`src/rtl/mshr_pkg.sv`:
```
package mshr_pkg;

   typedef enum logic [2:0] {
      RES_IDLE,
      RES_NEW,
      RES_MERGE,
      RES_OVER,
      RES_CONFLICT,
      RES_FULL
   } alloc_res_e;

   // Address match outranks frame conflict, which outranks lack of space.
   function automatic alloc_res_e resolve_alloc(
      input logic present,
      input logic addr_any,
      input logic has_room,
      input logic frame_any,
      input logic free_any);
      if (!present)       return RES_IDLE;
      else if (addr_any)  return has_room ? RES_MERGE : RES_OVER;
      else if (frame_any) return RES_CONFLICT;
      else if (!free_any) return RES_FULL;
      else                return RES_NEW;
   endfunction

endpackage

```
`src/rtl/mshr_prio.sv`:
```
module mshr_prio #(
   parameter int WIDTH = 4,
   localparam int IW = (WIDTH > 1) ? $clog2(WIDTH) : 1
) (
   input  logic [WIDTH-1:0] vec,
   output logic             any,
   output logic [IW-1:0]    idx
);

   initial begin
      if (WIDTH < 2) $error("mshr_prio: WIDTH must be at least 2");
   end

   always_comb begin
      any = 1'b0;
      idx = '0;
      for (int i = WIDTH - 1; i >= 0; i--) begin
         if (vec[i]) begin
            any = 1'b1;
            idx = IW'(i);
         end
      end
   end

endmodule

```
`src/rtl/mshr_match.sv`:
```
module mshr_match #(
   parameter int N_ENT   = 4,
   parameter int ADDR_W  = 8,
   parameter int FRAME_W = 3
) (
   input  logic [N_ENT-1:0]         live,
   input  logic [N_ENT*ADDR_W-1:0]  ent_addr_flat,
   input  logic [N_ENT*FRAME_W-1:0] ent_frame_flat,
   input  logic [ADDR_W-1:0]        q_addr,
   input  logic [FRAME_W-1:0]       q_frame,
   output logic [N_ENT-1:0]         addr_hit,
   output logic [N_ENT-1:0]         frame_hit
);

   for (genvar i = 0; i < N_ENT; i++) begin : g_cmp
      assign addr_hit[i]  = live[i] &&
                            (ent_addr_flat[i*ADDR_W +: ADDR_W] == q_addr);
      assign frame_hit[i] = live[i] &&
                            (ent_frame_flat[i*FRAME_W +: FRAME_W] == q_frame);
   end

endmodule

```
`src/rtl/mshr_file.sv`:
```
module mshr_file
   import mshr_pkg::*;
#(
   parameter int N_ENT   = 4,
   parameter int ADDR_W  = 8,
   parameter int FRAME_W = 3,
   parameter int RID_W   = 4,
   parameter int MAX_RID = 2,
   localparam int IDX_W  = $clog2(N_ENT),
   localparam int CNT_W  = $clog2(MAX_RID + 1)
) (
   input  logic                     clk,
   input  logic                     rst_n,
   input  logic                     alloc_valid,
   input  logic [ADDR_W-1:0]        alloc_addr,
   input  logic [FRAME_W-1:0]       alloc_frame,
   input  logic [RID_W-1:0]         alloc_rid,
   output logic                     alloc_grant,
   output logic                     alloc_merge,
   output logic [IDX_W-1:0]         alloc_idx,
   output logic                     alloc_full,
   output logic                     alloc_conflict,
   output logic                     alloc_overflow,
   output logic                     req_valid,
   input  logic                     req_ready,
   output logic [IDX_W-1:0]         req_tag,
   output logic [ADDR_W-1:0]        req_addr,
   input  logic                     rsp_valid,
   input  logic [IDX_W-1:0]         rsp_tag,
   output logic                     fill_valid,
   output logic [FRAME_W-1:0]       fill_frame,
   output logic [ADDR_W-1:0]        fill_addr,
   output logic [CNT_W-1:0]         fill_nrid,
   output logic [MAX_RID*RID_W-1:0] fill_rids
);

   // elaboration-time parameter checks
   if (N_ENT < 2 || (1 << IDX_W) != N_ENT) begin : g_bad_nent
      $error("mshr_file: N_ENT must be a power of two, at least 2");
   end
   if (MAX_RID < 1) begin : g_bad_rid
      $error("mshr_file: MAX_RID must be at least 1");
   end

   // entry state
   logic [N_ENT-1:0]   ent_vld, ent_sent;
   logic [ADDR_W-1:0]  ent_addr  [N_ENT];
   logic [FRAME_W-1:0] ent_frame [N_ENT];
   logic [CNT_W-1:0]   ent_cnt   [N_ENT];
   logic [RID_W-1:0]   ent_rid   [N_ENT][MAX_RID];

   logic [N_ENT*ADDR_W-1:0]  addr_flat;
   logic [N_ENT*FRAME_W-1:0] frame_flat;
   for (genvar i = 0; i < N_ENT; i++) begin : g_flat
      assign addr_flat[i*ADDR_W +: ADDR_W]    = ent_addr[i];
      assign frame_flat[i*FRAME_W +: FRAME_W] = ent_frame[i];
   end

   // fill completion
   logic             rsp_hit;
   logic [N_ENT-1:0] done_vec, live;
   assign rsp_hit  = rsp_valid && ent_vld[rsp_tag] && ent_sent[rsp_tag];
   assign done_vec = rsp_hit ? (N_ENT'(1) << rsp_tag) : '0;
   assign live     = ent_vld & ~done_vec;

   assign fill_valid = rsp_hit;
   assign fill_frame = ent_frame[rsp_tag];
   assign fill_addr  = ent_addr[rsp_tag];
   assign fill_nrid  = ent_cnt[rsp_tag];
   for (genvar k = 0; k < MAX_RID; k++) begin : g_fill_rid
      assign fill_rids[k*RID_W +: RID_W] = ent_rid[rsp_tag][k];
   end

   // allocation search
   logic [N_ENT-1:0] addr_hit, frame_hit;
   logic             hit_any, free_any;
   logic [IDX_W-1:0] hit_idx, free_idx;

   mshr_match #(.N_ENT(N_ENT), .ADDR_W(ADDR_W), .FRAME_W(FRAME_W)) u_match (
      .live           (live),
      .ent_addr_flat  (addr_flat),
      .ent_frame_flat (frame_flat),
      .q_addr         (alloc_addr),
      .q_frame        (alloc_frame),
      .addr_hit       (addr_hit),
      .frame_hit      (frame_hit)
   );

   mshr_prio #(.WIDTH(N_ENT)) u_hit_pick (
      .vec (addr_hit), .any (hit_any), .idx (hit_idx));

   mshr_prio #(.WIDTH(N_ENT)) u_free_pick (
      .vec (~ent_vld), .any (free_any), .idx (free_idx));

   alloc_res_e res;
   assign res = resolve_alloc(alloc_valid, hit_any,
                              ent_cnt[hit_idx] < CNT_W'(MAX_RID),
                              |frame_hit, free_any);

   assign alloc_grant    = (res == RES_NEW) || (res == RES_MERGE);
   assign alloc_merge    = (res == RES_MERGE);
   assign alloc_idx      = (res == RES_MERGE) ? hit_idx : free_idx;
   assign alloc_full     = (res == RES_FULL);
   assign alloc_conflict = (res == RES_CONFLICT);
   assign alloc_overflow = (res == RES_OVER);

   // next-level request
   mshr_prio #(.WIDTH(N_ENT)) u_req_pick (
      .vec (ent_vld & ~ent_sent), .any (req_valid), .idx (req_tag));
   assign req_addr = ent_addr[req_tag];

   // state update
   always_ff @(posedge clk or negedge rst_n) begin
      if (!rst_n) begin
         ent_vld  <= '0;
         ent_sent <= '0;
         for (int i = 0; i < N_ENT; i++) begin
            ent_addr[i]  <= '0;
            ent_frame[i] <= '0;
            ent_cnt[i]   <= '0;
            for (int k = 0; k < MAX_RID; k++) ent_rid[i][k] <= '0;
         end
      end else begin
         for (int i = 0; i < N_ENT; i++) begin
            if (done_vec[i]) begin
               ent_vld[i]  <= 1'b0;
               ent_sent[i] <= 1'b0;
            end
            if (req_valid && req_ready && req_tag == IDX_W'(i))
               ent_sent[i] <= 1'b1;
            if (res == RES_NEW && free_idx == IDX_W'(i)) begin
               ent_vld[i]    <= 1'b1;
               ent_sent[i]   <= 1'b0;
               ent_addr[i]   <= alloc_addr;
               ent_frame[i]  <= alloc_frame;
               ent_cnt[i]    <= CNT_W'(1);
               ent_rid[i][0] <= alloc_rid;
            end
            if (res == RES_MERGE && hit_idx == IDX_W'(i)) begin
               ent_cnt[i] <= ent_cnt[i] + CNT_W'(1);
               for (int k = 0; k < MAX_RID; k++)
                  if (ent_cnt[i] == CNT_W'(k)) ent_rid[i][k] <= alloc_rid;
            end
         end
      end
   end

   // assertions
   a_r8_freed_after_fill: assert property (@(posedge clk) disable iff (!rst_n)
      fill_valid |=> !ent_vld[$past(rsp_tag)]);

   a_r10_no_same_cycle_reuse: assert property (@(posedge clk) disable iff (!rst_n)
      (fill_valid && alloc_grant && !alloc_merge) |-> (alloc_idx != rsp_tag));

   a_r3_full_only_when_all_valid: assert property (@(posedge clk) disable iff (!rst_n)
      alloc_full |-> (&ent_vld));

   a_r5_single_address_owner: assert property (@(posedge clk) disable iff (!rst_n)
      $onehot0(addr_hit));

   a_r5_merge_keeps_population: assert property (@(posedge clk) disable iff (!rst_n)
      (alloc_merge && !fill_valid) |=> ($countones(ent_vld) == $past($countones(ent_vld))));

   a_r11_stray_keeps_entry: assert property (@(posedge clk) disable iff (!rst_n)
      (rsp_valid && !fill_valid && ent_vld[rsp_tag]) |=> ent_vld[$past(rsp_tag)]);

   for (genvar i = 0; i < N_ENT; i++) begin : g_chk
      a_r6_requester_cap: assert property (@(posedge clk) disable iff (!rst_n)
         ent_cnt[i] <= CNT_W'(MAX_RID));
   end

endmodule

```
`config.mk`:
```
export PLATFORM = sky130hd
export DESIGN_NAME = mshr_file
export DESIGN_NICKNAME = d
export VERILOG_FILES = /design/src/rtl/mshr_pkg.sv /design/src/rtl/mshr_prio.sv /design/src/rtl/mshr_match.sv /design/src/rtl/mshr_file.sv
export SDC_FILE = /design/constraint.sdc
export NUM_CORES = 1
export LEC_CHECK = 0
export BUFFER_PORTS_ARGS = -buffer_cell sky130_fd_sc_hd__buf_2
export CAP_MARGIN = 40
export CORE_UTILIZATION = 45
export CTS_CLUSTER_DIAMETER = 100
export DETAILED_ROUTE_END_ITERATION = 8
export SYNTH_ARGS = -nofsm -noshare
export SYNTH_HDL_FRONTEND = slang
export SYNTH_SLANG_ARGS = --single-unit
```
`constraint.sdc`:
```
create_clock -name clk -period 2.64 [get_ports clk]
set_clock_uncertainty 0.1 [all_clocks]
set_input_delay 0.132 -clock clk [delete_from_list [all_inputs] [get_ports clk]]
set_output_delay 0.132 -clock clk [all_outputs]
set_load 0.02 [all_outputs]
```
==> flow_metrics.py <==
metrics = {
    "timing": {
        "final_hold_viol_count": 0,
        "fin_crit_sh": 1.12,
        "rsz0062_at_grt": "yes",
        "drv_slew": 0,
        "worst_slack_ps": -305,
        "relSlewSlack": 0.616,
        "tns_ps": -1010,
        "worst_slew_pin_slew_ps": 575,
        "fmax_mhz": 340,
        "fin_crit_ps": 2950,
        "setup_violations": 4,
    },
    "synth": {
        "synth_fa_ha_area_frac": 0.0184,
        "synth_seq_cells": 92,
        "synth_xor_area_frac": 0.0708,
        "syn_inst": 445,
        "async_reset_ff_frac": 1.00,
        "synthSimpleGateAreaFrac": 0.117,
        "synth_nets": 475,
        "synthMuxAreaShare": 0.270,
        "synth-edff-count": 0,
        "synth_cell_types": 55,
        "synth-compound-area-share": 0.0705,
        "synthFlopType": "dfrtp_1",
        "yosys_warnings": 0,
        "syn_avg_cell_area_um2": 12.2,
        "syn-cell-area_mm2": 0.00545,
        "yosysSeqAreaShare": 0.423,
        "synth_top_family_by_area": "multiplexers",
    },
    "global_route": {
        "grt_usage": 0.241,
        "antenna_found_initial": 0,
        "grt_pass1_vias": 4078,
        "grt_max_degree": 52,
        "grt_first_pass_wirelength_mm": 22.8,
        "grt_overflow_total": 0,
    },
    "setup_path": {
        "worst_ep_required_time_ps": 2410,
        "crit_slowest_cell": "nor4_4",
        "endpoint_kind": "primary output",
        "cp-start-kind": "flop",
        "cp_cell_sequence": "xnor2_2 > nand2_1 > nor4_4 > mux2i_4 > nand2_2 > a221oi_4 > mux2i_1 > buf_4",
        "cpPeakStageDelay_ps": 420,
        "arrival_ps": 2710,
        "crit_type": "flop to primary output",
        "crit_path_max_fanout": 4,
    },
    "clock_network": {
        "cts_root_buffer": "clkbuf_16",
        "cts_tree": "yes",
        "clock_tree.buffer_depth": 2,
        "path_clk_slew_ps": 60,
        "clock_latency_ps": 350,
        "cts-buffers-inserted": 9,
        "clock-sinks": 92,
        "htreeDepth": 3,
    },
    "detailed_routing": {
        "met3WireLength_um": 837,
        "top_layer": "met4",
        "ant_nets": 0,
        "wl_per_cell_um": 20.0,
        "drc_errors": 6,
        "met1_length_mm": 6.71,
        "routed_via_density": 5.73,
        "via_count": 4029,
        "wirelength_mm": 14.1,
        "drt_iter0_drc": 365,
        "first_pass_iters": 7,
        "met2_length_mm": 6.39,
    },
    "floorplan": {
        "rows": 39,
        "boundaryPins": 62,
        "start_util": 0.469,
        "core_area_mm2": 0.0116,
        "die_y_um": 112,
        "die_w_um": 112,
        "design.die.area_mm2": 0.0125,
    },
    "cells_and_area": {
        "fillers": 962,
        "final_area_mm2": 0.00691,
        "layout.nets": 585,
        "synthToLayoutAreaGrowth_pct": 26.9,
        "diodes": 0,
        "drive_gt1_frac": 0.502,
        "layout.cells.non_filler": 703,
    },
    "placement": {
        "dp_cells": 671,
        "finalWeightedCongestion": 0.860,
        "placed_cell_area_mm2": 0.00619,
        "place_hpwl_mm": 9.91,
        "port_buffers": 61,
    },
    "status": {
        "status": "complete, but fails checks",
        "failed_checks": "design-rule violations, negative setup slack",
    },
    "power_and_ir_drop": {
        "power_density_mw_per_mm2": 1200,
        "ir_drop_uv": 644,
        "power_leakage_nw": 3.10,
    },
    "run": {
        "cap_violations": 0,
    },
    "min_path": {
        "hp-class": "primary input to flop",
    },
}
==> routing by layer <==
| metal | global-route usage | vias up |
|---|---|---|
| met3 | 0.0468 | 13 |
| met1 | 0.364 | 2055 |
| met4 | 0.0622 | 0 |
| met5 | 0 | - |
| li1 | - | 1854 |
| met2 | 0.354 | 107 |
==> Yosys cell counts, types with 3 or more instances <==
| master | n | share of area |
|---|---|---|
| dfrtp_1 | 92 | 0.42 |
| mux2_2 | 73 | 0.15 |
| xnor2_1 | 38 | 0.061 |
| nand2_1 | 30 | 0.021 |
| mux4_2 | 21 | 0.087 |
| buf_2 | 17 | 0.016 |
| o21ai_0 | 16 | 0.015 |
| inv_1 | 14 | 0.0097 |
| mux2i_1 | 13 | 0.024 |
| nand4_1 | 13 | 0.015 |
| nor2_1 | 12 | 0.0083 |
| nand3_1 | 11 | 0.010 |
| a22oi_1 | 8 | 0.011 |
| ha_1 | 8 | 0.018 |
| xor2_1 | 6 | 0.0097 |
| a21boi_0 | 4 | 0.0055 |
| mux2_1 | 4 | 0.0083 |
| nand2b_1 | 4 | 0.0046 |
| nor3_1 | 4 | 0.0037 |
| nor4_1 | 4 | 0.0046 |
| a21boi_2 | 3 | 0.0062 |
| and3_1 | 3 | 0.0034 |
| nand4_2 | 3 | 0.0069 |
==> cells by family after synthesis <==
kind of cell | Yosys count
mux | 111
fa+ha+maj | 8
flops | 92
compound gates | 48
simple gates | 105
xor+xnor | 44
buf+inv | 37
==> cells in the final DEF (no fill, tap or decap), types with 4 or more instances in the layout <==
cell type,Yosys,final
nor2_1,12,12
ha_1,8,8
xnor2_1,38,23
dfrtp_1,92,91
o21ai_0,16,16
inv_1,14,14
nand4_1,13,13
buf_4,2,59
mux4_2,21,21
mux2_2,73,69
a21boi_0,4,4
nand2_1,30,27
a22oi_1,8,8
nand3_1,11,10
mux2_4,0,4
buf_2,17,55
xnor2_2,0,15
mux2i_1,13,12
clkbuf_16,0,9
xor2_1,6,6
mux2_1,4,4
==> final timing paths <==
kind | endpoint | from | cells past startpoint | slack, ps
hold reg to reg | ent_rid[3] | ent_rid[3] | 1 | 400
max in group asynchronous | ent_rid[24] | rst_n | 3 | 1540
setup / recovery | alloc_idx[1] | addr_flat[17] | 8 | -310
min in group asynchronous | addr_flat[21] | rst_n | 2 | 220
setup reg to reg | ent_rid[16] | addr_flat[17] | 9 | 30
hold / removal | ent_frame[7] | alloc_frame[1] | 2 | 50
==> sequential cells by signal (all words and copies together), names as in the netlist <==
signal	count
addr_flat	32
ent_sent	4
ent_frame	12
ent_cnt	8
ent_vld	4
ent_rid	32
==> where the power goes <==
group | leakage [nW] | switching [mW] | internal [mW]
logic | 1.82 | 2.20 | 2.17
registers | 1.12 | 0.515 | 2.03
clock network | 0.149 | 0.554 | 0.830
==> area by class of cell <==
class                      instances  area (um2)  share of cell area
sequential                        92        2300               0.333
multi-input combinational        316        3230               0.467
clock buffer                      10         229              0.0331
timing repair buffer             122         832               0.120
clock inverter                     6        88.8              0.0129
tap                              143         179              0.0259
inverter                          14        52.6             0.00760
==> through the flow <==
stage / setup slack (ps) / total power, mW / util / hold WS, ps
after floorplan: 4.56 / 5.09 / - / -264
after global placement: -46.9 / 6.44 / 0.533 / 64.2
after detailed placement: -46.5 / 6.52 / 0.533 / 66.3
after CTS: -265 / 8.16 / 0.583 / 37.5
after global routing: -462 / 8.79 / 0.595 / 53.5
final: -305 / 8.29 / 0.595 / 48.4
==> worst max-delay path, delay by kind of cell, from the launching register on <==
family / cells / cell delay [ps]
xor+xnor: 1 / 210
flops: 1 / 400
mux: 2 / 560
buf+inv: 1 / 160
compound gates: 1 / 390
simple gates: 3 / 640
==> what timing repair did <==
item                                   in CTS  in global routing
pin swaps                                  12                 14
endpoints found under the hold margin      45                  0
hold buffers                                2                  0
setup buffers                               9                  5
setup endpoints to repair                   7                 57
resized for setup                          30                 21
No activity file was read; power rests on OpenSTA's default activity.
